==> src/rtl/hsk_pkg.sv <==
package hsk_pkg;
  // processor-side bit positions (write and read-back)
  localparam int unsigned CB_C2H  = 0;
  localparam int unsigned CB_H2C  = 1;
  localparam int unsigned CB_MASK = 2;
  localparam int unsigned CB_DONE = 3;
  // host-side bit positions
  localparam int unsigned HB_CMD  = 0;
  localparam int unsigned HB_ACK  = 1;
  localparam int unsigned USED_W  = 4;
endpackage

==> src/rtl/hsk_flag_cell.sv <==
module hsk_flag_cell #(
  parameter bit SET_WINS = 1'b1
) (
  input  logic clk_i,
  input  logic rst_ni,
  input  logic set_i,
  input  logic clr_i,
  output logic q_o
);
  logic q_d, q_q;

  generate
    if (SET_WINS) begin : g_set_prio
      always_comb begin
        q_d = q_q;
        if (clr_i) q_d = 1'b0;
        if (set_i) q_d = 1'b1;
      end
    end else begin : g_clr_prio
      always_comb begin
        q_d = q_q;
        if (set_i) q_d = 1'b1;
        if (clr_i) q_d = 1'b0;
      end
    end
  endgenerate

  always_ff @(posedge clk_i or negedge rst_ni) begin
    if (!rst_ni) q_q <= 1'b0;
    else         q_q <= q_d;
  end

  assign q_o = q_q;
endmodule

==> src/rtl/hsk_done_cell.sv <==
module hsk_done_cell (
  input  logic clk_i,
  input  logic rst_ni,
  input  logic wr_i,
  input  logic wbit_i,
  input  logic set_i,
  output logic done_o
);
  logic hold_d, hold_q;
  logic done_d, done_q;

  // hold follows the last written value; it dominates the set pulse
  always_comb begin
    hold_d = wr_i ? wbit_i : hold_q;
    done_d = done_q;
    if (set_i)  done_d = 1'b1;
    if (hold_d) done_d = 1'b0;
  end

  always_ff @(posedge clk_i or negedge rst_ni) begin
    if (!rst_ni) begin
      hold_q <= 1'b0;
      done_q <= 1'b0;
    end else begin
      hold_q <= hold_d;
      done_q <= done_d;
    end
  end

  assign done_o = done_q;
endmodule

==> src/rtl/hsk_irq_combine.sv <==
module hsk_irq_combine (
  input  logic h2c_i,
  input  logic mask_i,
  input  logic done_i,
  input  logic c2h_i,
  input  logic wait_i,
  output logic cpu_irq_o,
  output logic host_irq_o
);
  assign cpu_irq_o  = (h2c_i & mask_i) | done_i;
  assign host_irq_o = c2h_i & ~wait_i;
endmodule

==> src/rtl/irq_hsk_reg.sv <==
module irq_hsk_reg
  import hsk_pkg::*;
#(
  parameter int unsigned DATA_W = 8
) (
  input  logic              clk_i,
  input  logic              rst_ni,
  input  logic              cpu_wr_i,
  input  logic [DATA_W-1:0] cpu_wdata_i,
  input  logic              host_wr_i,
  input  logic [DATA_W-1:0] host_wdata_i,
  input  logic              host_wait_i,
  input  logic              done_set_i,
  output logic [DATA_W-1:0] cpu_rdata_o,
  output logic              cpu_irq_o,
  output logic              host_irq_o
);
  localparam int unsigned PAD_W = DATA_W - USED_W;

  logic c2h_q, h2c_q, mask_q, done_q;
  logic unused_bits;

  assign unused_bits = ^{cpu_wdata_i, host_wdata_i};

  // processor-to-host: processor sets, host acknowledges
  hsk_flag_cell #(.SET_WINS(1'b1)) u_c2h (
    .clk_i (clk_i),
    .rst_ni(rst_ni),
    .set_i (cpu_wr_i & cpu_wdata_i[CB_C2H]),
    .clr_i (host_wr_i & host_wdata_i[HB_ACK]),
    .q_o   (c2h_q)
  );

  // host-to-processor: host commands, processor clears by writing 1
  hsk_flag_cell #(.SET_WINS(1'b1)) u_h2c (
    .clk_i (clk_i),
    .rst_ni(rst_ni),
    .set_i (host_wr_i & host_wdata_i[HB_CMD]),
    .clr_i (cpu_wr_i & cpu_wdata_i[CB_H2C]),
    .q_o   (h2c_q)
  );

  always_ff @(posedge clk_i or negedge rst_ni) begin
    if (!rst_ni)       mask_q <= 1'b0;
    else if (cpu_wr_i) mask_q <= cpu_wdata_i[CB_MASK];
  end

  hsk_done_cell u_done (
    .clk_i (clk_i),
    .rst_ni(rst_ni),
    .wr_i  (cpu_wr_i),
    .wbit_i(cpu_wdata_i[CB_DONE]),
    .set_i (done_set_i),
    .done_o(done_q)
  );

  hsk_irq_combine u_irq (
    .h2c_i     (h2c_q),
    .mask_i    (mask_q),
    .done_i    (done_q),
    .c2h_i     (c2h_q),
    .wait_i    (host_wait_i),
    .cpu_irq_o (cpu_irq_o),
    .host_irq_o(host_irq_o)
  );

  generate
    if (PAD_W > 0) begin : g_pad
      assign cpu_rdata_o = {{PAD_W{1'b0}}, done_q, mask_q, h2c_q, c2h_q};
    end else begin : g_nopad
      assign cpu_rdata_o = {done_q, mask_q, h2c_q, c2h_q};
    end
  endgenerate
endmodule

==> config.mk <==
export PLATFORM = sky130hd
export DESIGN_NAME = irq_hsk_reg
export DESIGN_NICKNAME = d
export VERILOG_FILES = /design/src/rtl/hsk_pkg.sv /design/src/rtl/hsk_flag_cell.sv /design/src/rtl/hsk_done_cell.sv /design/src/rtl/hsk_irq_combine.sv /design/src/rtl/irq_hsk_reg.sv
export SDC_FILE = /design/constraint.sdc
export NUM_CORES = 1
export LEC_CHECK = 0
export ABC_AREA = 1
export BUFFER_PORTS_ARGS = -buffer_cell sky130_fd_sc_hd__clkbuf_2
export CORE_AREA = 10 10 47 49
export CTS_BUF_LIST = sky130_fd_sc_hd__clkbuf_8
export DETAILED_ROUTE_END_ITERATION = 8
export DIE_AREA = 0 0 57 59
export HOLD_SLACK_MARGIN = 0.12
export SYNTH_ARGS = -nofsm -noshare
export SYNTH_HDL_FRONTEND = slang
export SYNTH_SLANG_ARGS = --single-unit
==> constraint.sdc <==
create_clock -name clk_i -period 0.8 [get_ports clk_i]
set_clock_uncertainty 0.1 [all_clocks]
set_input_delay 0.16 -clock clk_i [delete_from_list [all_inputs] [get_ports clk_i]]
set_output_delay 0.16 -clock clk_i [all_outputs]
set_load 0.005 [all_outputs]
; ---- Word level (Yosys, flattened, before mapping)
; Cells that the tools add are included.
[word_totals]
output_inout_bits = 10
latchBits = 0
word_cells = 23
in_bits = 22
memories = 0
mem_bits_rw = 0
mem_bits_ro = 0
register_bits = 5
[op_classes]
order_cmp = 0
n_mux = 7
add_sub_neg = 0
n_eq_ne = 0
bitwise_logic = 8
shifts = 0
div_mod_pow = 0
multipliers = 0
reduce_logical = 3
[ops]
columns = op, n
row1 = 1-bit 2-to-1 mux, 7
row2 = 1-bit AND, 6
row3 = 2-bit nonzero test, 3
row4 = 1-bit NOT, 1
row5 = 1-bit bitwise OR, 1

; ---- Longest topological paths before layout
; Gate-level depths: netlist of run 1.
[logic_depth]
word_depth = 3
depth_mapped = 4
ltp_nobuf = 4

; ---- Modules after synthesis
; From an unflattened synthesis of run 1, not the netlist that was laid out.
[hier_totals]
hier_cells = 45
area_unflattened_um2 = 315.3
[by_module_without_submodules]
columns = mod, n_inst, area_per_inst_um2, cells_each, seq_area_each_um2
row1 = irq_hsk_reg, 1, 133.9, 22, 25.0
row2 = hsk_done_cell, 1, 80.1, 8, 50.0
row3 = hsk_flag_cell, 2, 40.0, 5, 25.0
row4 = hsk_irq_combine, 1, 21.3, 5, 0.0

; ---- Least setup slack after synthesis of run 1
; OpenSTA, ideal clock, no wires.
[synth_path]
kind = reg-to-output
from = register u_h2c.q_q (netlist: u_h2c.q_o)
to = output port cpu_irq_o
path_slack_ns = -0.006
n_path_buf = 0
arrival_ns = 0.546
stages_incl_launch_ff = 2
required_ns = 0.540
path_cell_list = dfrtp_1 > a21o_1
[synth_between]
elab_chain_len = 2
[synth_rtl]
columns = item, line_no
row1 = start: declaration, hsk_flag_cell.sv:10  ; logic q_d, q_q;
row2 = start signal: assignment, hsk_flag_cell.sv:30  ; else q_q <= q_d;
row3 = 1-bit AND, hsk_irq_combine.sv:10  ; assign cpu_irq_o = (h2c_i & mask_i) | done_i;
row4 = 1-bit bitwise OR, hsk_irq_combine.sv:10
row5 = end: declaration, irq_hsk_reg.sv:15  ; output logic cpu_irq_o,
; No other way between the ends.

; ---- Worst setup path after layout of run 1
[layout_path]
from = register u_done.done_q (netlist: u_done.done_o)
to = output port cpu_irq_o
[layout_between]
elab_chain_len = 1
[layout_rtl]
columns = item, line_no
row1 = start: declaration, hsk_done_cell.sv:10  ; logic done_d, done_q;
row2 = start signal: assignment, hsk_done_cell.sv:26  ; done_q <= done_d;
row3 = 1-bit bitwise OR, hsk_irq_combine.sv:10
; No other way between the ends.

==> summary.txt, run 1 <==
Logic synthesis
  • Synth Area in Compound Gates: 2.73%
  • Xor/xnor share of the synthesized area: 0%
  • Number of synthesis warnings: 0
  • Mux contribution to synthesized area: 0%
  • Adder-cell share of the synthesized area: 0%
  • Netlist cell types: 10
  • Syn Inst Count: 34
  • Seq/Total Area, Yosys: between 40% and 50%
  • Mean Syn Cell Area: around 8 um^2
  • Post-Synthesis Cell Area: ~280 um^2
  • Register bit total from synthesis: 5
  • Largest family of logic cells by synthesized area: simple AND/OR/NAND/NOR gates
  • Simple-Gate Fraction of Synth Area: about a quarter

Placement
  • PortBufs: 17
  • DP HPWL: 640 um
  • Setup WS pre-CTS: -95.4 ps
  • GPL Wtd Cong: roughly 0.62
  • Dpl cell area: 347 um^2

STA
  • Final setup fails: 8
  • RSZ-0062 raised after global routing: yes
  • Final Max Tran Viols: 0
  • Period utilization: 140%
  • F_max: roughly 890 MHz
  • PnR worst setup slack: -321 ps
  • Hold_ws: 45.1 ps
  • Final Hold Viols: 0
  • Final Critical Period: between 1000 and 1500 ps

Global route
  • Number of global-route vias before repair: about 260
  • Number of antenna violations at the first check in global routing: 0
  • Largest net degree at the start of global routing: 6
  • GR Overflow Total: 0
  • GRT Resource Usage Total: ~4.8%
  • First-pass GRT wire length: roughly 1100 um

Power and ir drop
  • P_int: around 0.7 mW
  • P_leak: 0.254 nW
  • Power density over the cells: 2170 mW/mm^2
  • Worst vdd ir: approximately 0.00048 V
  • Combinational Power Share: between 10% and 20%
  • Psw: approximately 0.21 mW
  • Sw Share: about a quarter
  • Clock group share of total power: 49.8%
  • Flop pwr share: about 33%

Worst setup path
  • Crit path kind: flop to primary output
  • Slowest CP cell: dfrtp_1
  • Crit path capture type: primary output
  • Critical Path AT: around 860 ps
  • CP Buf/Inv Count: 1
  • WP data required: 540 ps
  • Top delay family on crit path: flip-flops
  • Critical Path Fanout Max: 3
  • CP startpoint kind: flop
  • CP cell instances: a21o_1 -> clkbuf_2
  • Crit-path max cell delay: 380 ps

Die
  • Die height: between 50 and 60 um
  • Die ar.: 0.00336 mm^2
  • I/O Pins: 32
  • Starting Density: 19.6%
  • Number of core rows: 14
  • Chip Width: 57 um
  • Core area: roughly 0.0014 mm^2

CTS
  • # clock sinks: 5
  • Max H-tree Level: 1
  • Worst-Skew Late Latency: between 200 and 250 ps
  • Worst-path clk slew: approximately 40 ps
  • CTS Buffer Depth: 2
  • TritonCTS clock tree: done
  • Inserted Clock Buffers: 3
  • Hold Buf Count CTS: 1
  • Root Buffer: clkbuf_8

Cells and area
  • Design area: 419 um^2
  • Most common cell after layout, fill and taps aside: clkbuf_2
  • Multi-input gate area: ~96 um^2
  • Share of layout cells above drive strength 1: roughly half
  • Antenna Cells: 0
  • Register area: roughly 130 um^2
  • Nets: 77
  • Syn-to-layout area delta: 52.3%
  • Most frequent cells in the layout: clkbuf_2 (17), nand2_1 (11), dfrtp_1 (5)
  • Final core occ: ~30%
  • Fillers: around 160

Worst hold path
  • HP Class: primary input to flop

Job
  • Max cap viols: 0

Route
  • Vias per cell: 3.53
  • # DRC: 0
  • 1st-iter DRT viols: 0
  • Post-DRT Antenna Nets: 0
  • DR WL/cell: between 10 and 15 um
  • Vias: about 250
  • DR pass1 iterations: 1
  • Final wirelength: 742 um

Status
  • Failing checks: setup timing
  • Status: finished with violations
==> cell families (layout without fill, tap and decap cells) <==
group	after synthesis	count (layout)
and+or+nand+nor	17	17
AOI/OAI and AO/OA	1	1
buffers and inverters	10	27
DFF	5	5
other	1	4
==> state kept, by name, indices dropped and copies added, names as in the netlist <==
register / flops
mask_q: 1
u_c2h.q_o: 1
u_done.done_o: 1
u_done.hold_q: 1
u_h2c.q_o: 1
==> synth_stat cells <==
cell,number,area share [%]
a21o_1,1,2.7
buf_4,8,22
conb_1,1,1.4
dfrtp_1,5,45
inv_1,1,1.4
inv_2,1,1.4
nand2_1,12,16
nand2_2,2,4.5
nor2_1,2,2.7
nor2_2,1,2.3
==> power groups by stage <==
stage / Sequential [mW] / Combinational (mW) / Clock, mW
after global routing: 0.302 / 0.182 / 0.475
after global placement: 0.299 / 0.141 / 0
after detailed placement: 0.301 / 0.144 / 0
after floorplan: 0.299 / 0.0962 / 0
after CTS: 0.299 / 0.163 / 0.465
final: 0.298 / 0.160 / 0.453
==> worst register-to-register path, delay by kind of cell (launching register included) <==
| kind | cells | cell delay, ps |
|---|---|---|
| DFF | 1 | 380 |
| buffers and inverters | 2 | 220 |
| and+or+nand+nor | 2 | 80 |
==> per-stage QoR <==
stage                     total power, mW  instances  setup TNS (ps)
final                               0.911         70           -1610
after global routing                0.958         70           -1950
after CTS                           0.926         70           -1700
after detailed placement            0.445         64            -293
after global placement              0.440         64            -236
after floorplan                     0.395         37           -6.22
==> final timing paths <==
check                                               start                       to  slack, ps  cells past startpoint
worst max-delay path            u_done.done_o$_DFFE_PN0P_                cpu_irq_o       -320                      2
worst min-delay path                      host_wdata_i[0]    u_h2c.q_o$_DFFE_PN0P_         50                      3
worst max register to register         mask_q$_DFFE_PN0P_       mask_q$_DFFE_PN0P_        -90                      4
worst min register to register    u_done.hold_q$_DFF_PN0_  u_done.hold_q$_DFF_PN0_        400                      2
max in group asynchronous                          rst_ni  u_done.hold_q$_DFF_PN0_        280                      2
min in group asynchronous                          rst_ni    u_c2h.q_o$_DFFE_PN0P_        190                      2
==> per-layer routing <==
layer | wire length (um) | track usage [%]
met1 | 230 | 3.50
met2 | 378 | 7.44
met3 | 111 | 4.08
met4 | 21 | 5.03
met5 | 0 | 0
==> layout make-up <==
class / instances / share of cell area (%)
clock buffers: 3 / 9.85
multi-input cells: 22 / 23.0
inverters: 2 / 1.79
clock inverters: 1 / 0.896
flip-flops and latches: 5 / 29.9
repair buffers: 21 / 29.9
well taps: 16 / 4.78
==> timing repair <==
action,CTS,global route
hold endpoints to repair,10,5
setup buffers,1,1
gates resized for setup,3,1
pin swaps,1,0
setup endpoints to repair,8,9
Note: power is estimated with default switching activity, not from simulation.
==> run 2, diff against run 1 <==
--- a/config.mk
+++ b/config.mk
@@ -5,8 +5,8 @@
 export SDC_FILE = /design/constraint.sdc
 export NUM_CORES = 1
 export LEC_CHECK = 0
-export ABC_AREA = 1
 export BUFFER_PORTS_ARGS = -buffer_cell sky130_fd_sc_hd__clkbuf_2
+export CAP_MARGIN = 20
 export CORE_AREA = 10 10 47 49
 export CTS_BUF_LIST = sky130_fd_sc_hd__clkbuf_8
 export DETAILED_ROUTE_END_ITERATION = 8
@@ -15,3 +15,4 @@
 export SYNTH_ARGS = -nofsm -noshare
 export SYNTH_HDL_FRONTEND = slang
 export SYNTH_SLANG_ARGS = --single-unit
+export TNS_END_PERCENT = 1
==> run 2 against run 1 <==
  * Sequential cell count is the same
  * Setup slack lost 2.2 ps
  * Combinational power grew 3%
  * Largest power group unchanged
  * Wire length decreased by 8.0%
  * First-iteration DRC count is 2 higher
  * Clock power decreased by 3%
  * Worst hold slack better by 33 ps
  * Critical path depth unchanged
  * The flow still finishes with violations (setup timing)
  * Register-to-register slack worse by 80 ps
  * Critical endpoint unchanged
  * Sequential power barely moved
  * Sequential share of layout area grew 0.73 points
==> summary.txt, run 2 <==
CTS
  • # clock sinks: 5 (unchanged)
  • Root Buffer: clkbuf_8
  • Worst-path clk slew: 30 ps (about the same)
  • Hold Buf Count CTS: 1 (unchanged)
  • Worst-Skew Late Latency: 220 ps (about the same)
  • Inserted Clock Buffers: 3 (unchanged)
  • CTS Buffer Depth: 2 (unchanged)
  • Max H-tree Level: 1 (unchanged)
  • TritonCTS clock tree: done

Cells and area
  • Share of layout cells above drive strength 1: 63.6% (+12 points)
  • Syn-to-layout area delta: 54.2%
  • Most frequent cells in the layout: clkbuf_2 (17), dfrtp_1 (5), conb_1 (4)
  • Fin cells: 60 (-14%)
  • Most common cell after layout, fill and taps aside: clkbuf_2
  • Antenna Cells: 0 (unchanged)
  • Nets: 67 (-13%)

Die
  • Core area: 0.00140 mm^2 (unchanged)
  • I/O Pins: 32 (unchanged)
  • Number of core rows: 14 (unchanged)
  • Chip Width: 57 um (unchanged)
  • Die height: 59 um (unchanged)
  • Die ar.: 0.00336 mm^2 (unchanged)
  • Starting Density: 18.9% (-0.71 points)

Power and ir drop
  • P_int: 0.714 mW (+2.2%)
  • Clock group share of total power: 48.6% (-1.2 points)
  • P_leak: 0.229 nW (-9.7%)
  • Flop pwr share: 33.1% (+0.4 points)
  • Psw: 0.190 mW (-10%)
  • Sw Share: 21.0% (-2.3 points)
  • Power density over the cells: 2210 mW/mm^2 (+1.7%)
  • Worst vdd ir: 0.000492 V (+2.7%)
  • Total power: 0.904 mW (-0.69%)
  • Combinational Power Share: 18.3% (+0.8 points)

STA
  • RSZ-0062 raised after global routing: yes
  • Period utilization: 140% (+0.28 points)
  • Final Max Tran Viols: 0 (unchanged)
  • Final Hold Viols: 0 (unchanged)
  • Final Critical Period: 1120 ps (+2.24 ps)
  • F_max: 890 MHz (-0.20%)
  • PnR worst setup slack: -323 ps (-2.24 ps)
  • Final setup fails: 11 (+3)

Route
  • 1st-iter DRT viols: 2 (+2)
  • Post-DRT Antenna Nets: 0 (unchanged)
  • Final wirelength: 683 um (-8.0%)
  • Vias per cell: 3.43 (-2.7%)
  • # DRC: 0 (unchanged)
  • Vias: 206 (-17%)
  • DR WL/cell: 11.4 um (+7.4%)
  • DR pass1 iterations: 2 (+1)

Global route
  • First-pass GRT wire length: 1050 um (-7.3%)
  • Number of antenna violations at the first check in global routing: 0 (unchanged)
  • Largest net degree at the start of global routing: 6 (unchanged)
  • GR Overflow Total: 0 (unchanged)
  • Number of global-route vias before repair: 239 (-7.7%)
  • GRT Resource Usage Total: 4.18% (-0.65 points)

Logic synthesis
  • Netlist cell types: 12 (+2)
  • Top cells by area, synth: dfrtp_1 (47%), buf_4 (23%), mux2_4 (5.7%)
  • Top_reg_cell synth: dfrtp_1
  • EDFF count, synth: 0 (unchanged)
  • Post-Synthesis Cell Area: 265 um^2 (-3.6%)
  • Register bit total from synthesis: 5 (unchanged)
  • Number of synthesis warnings: 0 (unchanged)
  • Synth top cells by count: buf_4 (8), dfrtp_1 (5), nand2_1 (2)
  • Seq/Total Area, Yosys: 47.2% (+1.7 points)
  • Syn Inst Count: 24 (-29%)
  • Synth area leader: dfrtp_1
  • Most common cell in the netlist: buf_4
  • Share of the synthesized area in the top cell type: 47.2% (+1.7 points)
  • Async SR Flop Fraction: 100% (unchanged)
  • Mean Syn Cell Area: 11.1 um^2 (+37%)

Worst setup path
  • Crit path capture type: primary output
  • CP cell instances: a21o_1 -> clkbuf_2
  • RR Startpoint: mask_q$_DFFE_PN0P_
  • Reg2reg path depth: 2 (-2)
  • Slowest CP cell: dfrtp_1
  • CP startpoint kind: flop
  • Crit-path max cell delay: 370 ps (about the same)
  • WP data required: 540 ps (about the same)
  • Critical Path AT: 860 ps (about the same)
  • Critical Path Fanout Max: 2 (-1)
  • Crit path kind: flop to primary output
  • R2R Path End: mask_q$_DFFE_PN0P_
  • Reg2reg setup slack: -170 ps (-80 ps)

Placement
  • GPL Wtd Cong: 0.586 (-6.2%)
  • PortBufs: 17 (unchanged)
  • DP Cell Count: 52 (-19%)

Worst hold path
  • Min-delay src: host_wdata_i[0]
  • Hold Path Sink: u_h2c.q_o$_DFFE_PN0P_
  • Worst hold stages: 2 (-1)
  • HP Class: primary input to flop

Status
  • Status: finished with violations
  • Failing checks: setup timing

Job
  • Max cap viols: 0 (unchanged)
run 2: how the worst max path moves through the flow:
stage                              start                        end  slack (ps)  cells after the start
6_report              mask_q$_DFFE_PN0P_                  cpu_irq_o        -320                      2
5_1_grt        u_done.done_o$_DFFE_PN0P_                  cpu_irq_o        -370                      2
4_1_cts               mask_q$_DFFE_PN0P_                  cpu_irq_o        -330                      2
3_5_place_dp       u_h2c.q_o$_DFFE_PN0P_                  cpu_irq_o        -130                      2
3_3_place_gp       u_h2c.q_o$_DFFE_PN0P_                  cpu_irq_o        -120                      2
2_1_floorplan    u_done.hold_q$_DFF_PN0_  u_done.done_o$_DFFE_PN0P_         -40                      2
run 2: what timing repair did:
action                     4_1_cts  5_1_grt
pin swaps                        3        0
hold endpoints to repair        10        5
gates resized for setup          3        0
setup endpoints to repair       11       11
cloned                           0        0
buffers inserted                 3        0
run 2: critical path: cells and delay by family (launching register included):
family / cells / cell delay (ps)
DFF: 1 / 370
AOI/OAI and AO/OA: 1 / 180
buffers and inverters: 1 / 100
run 2: layout make-up:
type	instances	area [um^2]
sequential	5	125
clock inverter	1	3.75
multi-input combinational	14	93.8
tap	16	20.0
fill	155	992
timing repair buffer	21	125
clock buffer	3	41.3
run 2: logic make-up after synthesis:
group                  count (synthesis)  share of synthesized area [%]
flip-flops                             5                           47.2
AO/OA/AOI/OAI                          3                           9.91
buffers and inverters                  8                           22.6
other                                  1                           1.41
multiplexers                           2                           9.90
AND/OR/NAND/NOR                        5                           8.96
run 2: stage by stage:
stage               setup WS [ps]  cell area (um^2)  hold WS (ps)  util (%)  setup TNS [ps]
floorplan                   -35.7               277          -236         -            -105
global placement             -122               322          -119      22.9            -361
detailed placement           -125               322          -117      22.9            -384
CTS                          -329               409          75.1      29.2           -2060
global route                 -373               409          80.9      29.2           -2390
finish                       -323               409          77.8      29.2           -2010
run 2: per-layer routing:
layer	share of wire, %	global-route usage [%]
met1	30	3.14
met4	0	2.01
met5	0	0
met2	57	6.82
met3	13	4.29
run 2: power groups by stage:
| stage | registers (mW) | clock network, mW | logic, mW |
|---|---|---|---|
| 4_1_cts | 0.299 | 0.453 | 0.168 |
| 2_1_floorplan | 0.299 | 0 | 0.0996 |
| 5_1_grt | 0.304 | 0.487 | 0.185 |
| 3_3_place_gp | 0.304 | 0 | 0.126 |
| 3_5_place_dp | 0.305 | 0 | 0.126 |
| 6_report | 0.299 | 0.439 | 0.165 |
==> run 3, diff against run 2 <==
==> constraint.sdc (replaced) <==
create_clock -name clk_i -period 1.4 [get_ports clk_i]
set_clock_uncertainty 0.1 [all_clocks]
set_input_delay 0.07 -clock clk_i [delete_from_list [all_inputs] [get_ports clk_i]]
set_output_delay 0.07 -clock clk_i [all_outputs]
set_load 0.005 [all_outputs]
==> run 3 against run 2 <==
  * The flow now finishes without violations
  * Clock-buffer cell count stayed put
  * Cell count is 12% higher
  * Design area is 17% higher
  * Largest cell class is now non-clock buffers
==> summary.txt, run 3 (synthesis results as in run 2) <==
Cells and area
  • Register area: 125 um^2 (unchanged)
  • Share of layout cells above drive strength 1: 47.1% (-17 points)
  • Most common cell after layout, fill and taps aside: clkbuf_2
  • Syn-to-layout area delta: 79.7%
  • Most frequent cells in the layout: clkbuf_2 (17), dlygate4sd3_1 (11), dfrtp_1 (5)
  • Multi-input gate area: 91.3 um^2 (-2.7%)
  • Antenna Cells: 0 (unchanged)
  • Fillers: 152 (-1.9%)
  • Nets: 74 (+10%)

Die
  • Die height: 59 um (unchanged)
  • I/O Pins: 32 (unchanged)
  • Number of core rows: 14 (unchanged)
  • Core area: 0.00140 mm^2 (unchanged)
  • Die ar.: 0.00336 mm^2 (unchanged)
  • Starting Density: 18.9% (unchanged)
  • Chip Width: 57 um (unchanged)

Power and ir drop
  • Worst vdd ir: 0.000260 V (-47%)
  • Psw: 0.111 mW (-42%)
  • Clock group share of total power: 48.7% (about the same)
  • Power density over the cells: 1090 mW/mm^2 (-51%)
  • Sw Share: 21.2% (+0.16 points)
  • Combinational Power Share: 18.4% (about the same)
  • Flop pwr share: 32.9% (-0.2 points)
  • P_leak: 0.254 nW (+11%)
  • P_int: 0.411 mW (-42%)

CTS
  • CTS Buffer Depth: 2 (unchanged)
  • Root Buffer: clkbuf_8
  • # clock sinks: 5 (unchanged)
  • Max H-tree Level: 1 (unchanged)
  • Worst-path clk slew: 30 ps (about the same)
  • Inserted Clock Buffers: 3 (unchanged)
  • Worst-Skew Late Latency: 220 ps (about the same)
  • TritonCTS clock tree: done

Worst setup path
  • Crit path capture type: flop
  • CP startpoint kind: primary input
  • RR Startpoint: u_done.hold_q$_DFF_PN0_
  • Critical Path AT: 1150 ps (+290 ps)
  • Critical Path Fanout Max: 4 (+2)
  • WP data required: 1450 ps (+910 ps)
  • CP startpoint: cpu_wr_i
  • Crit path kind: primary input to flop

Placement
  • GPL Wtd Cong: 0.614 (+4.8%)
  • DP HPWL: around 570 um
  • PortBufs: 17 (unchanged)

Worst hold path
  • HP Class: primary input to primary output
  • Min-delay src: host_wait_i

STA
  • Total negative slack: 0 ps (+2010 ps)
  • RSZ-0062 raised after global routing: no
  • Period utilization: 78.4%
  • Hold_ws: 250 ps (+172 ps)
  • Final Max Tran Viols: 0 (unchanged)
  • F_max: around 900 MHz
  • Final setup fails: 0 (-11)
  • Final Hold Viols: 0 (unchanged)
  • Final Critical Period: approximately 1100 ps

Global route
  • GRT Resource Usage Total: 5.04% (+0.86 points)
  • Number of antenna violations at the first check in global routing: 0 (unchanged)
  • GR Overflow Total: 0 (unchanged)
  • First-pass GRT wire length: 1310 um (+25%)
  • Largest net degree at the start of global routing: 6 (unchanged)
  • Number of global-route vias before repair: 283 (+18%)

Route
  • DR WL/cell: 11.2 um (-1.5%)
  • 1st-iter DRT viols: 0 (-2)
  • Vias per cell: 3.54 (+3.0%)
  • DR pass1 iterations: 1 (-1)
  • Post-DRT Antenna Nets: 0 (unchanged)
  • Vias: 237 (+15%)
  • Final wirelength: 751 um (+10%)
  • # DRC: 0 (unchanged)

Job
  • Max cap viols: 0 (unchanged)

Status
  • Status: finished, final reports clean
## run 3: what timing repair did
item,CTS,global route
gates resized for setup,0,0
hold buffers,11,0
endpoints found under the hold margin,10,0
buffers inserted,0,0
## run 3: layer usage
layer	GRT usage, %	part of all wire [%]	vias up	wire (um)
met5	0	0	-	0
met4	6.04	3.2	0	24
met3	1.93	11	2	81
met2	7.60	52	12	389
met1	4.82	34	103	255
li1	-	-	120	-
## run 3: area by class of cell
class / instances / area share (%)
timing repair buffer: 28 / 40.9
clock buffer: 3 / 8.66
multi-input combinational: 14 / 19.2
clock inverter: 1 / 0.787
tap: 16 / 4.20
sequential: 5 / 26.2
## run 3: metrics by stage
stage,std cells,area [um^2],util [%],setup WS [ps],power (mW)
2_1_floorplan,27,277,-,541,0.228
3_3_place_gp,52,322,22.9,522,0.245
3_5_place_dp,52,322,22.9,512,0.246
4_1_cts,67,477,34.0,299,0.529
5_1_grt,67,477,34.0,245,0.558
6_report,67,477,34.0,302,0.521
## run 3: power by group through the flow
stage          Combinational (mW)  Clock, mW  Sequential [mW]
2_1_floorplan              0.0570          0            0.171
3_3_place_gp               0.0714          0            0.174
3_5_place_dp               0.0718          0            0.174
4_1_cts                    0.0966      0.260            0.172
5_1_grt                     0.107      0.276            0.175
6_report                   0.0958      0.254            0.172
## run 3: critical path, stage by stage
cell	delay, ps
dlygate4sd3_1	520
clkbuf_2	150
mux2_4	320
nor2_2	90
## run 3: final timing paths
check	endpoint	slack, ps	cells after the start
min in group asynchronous	u_done.done_o$_DFFE_PN0P_	670	3
setup / recovery	u_done.done_o$_DFFE_PN0P_	300	4
hold / removal	host_irq_o	250	3
max in group asynchronous	u_c2h.q_o$_DFFE_PN0P_	340	3
hold reg to reg	u_done.hold_q$_DFF_PN0_	410	1
setup reg to reg	u_done.done_o$_DFFE_PN0P_	510	2
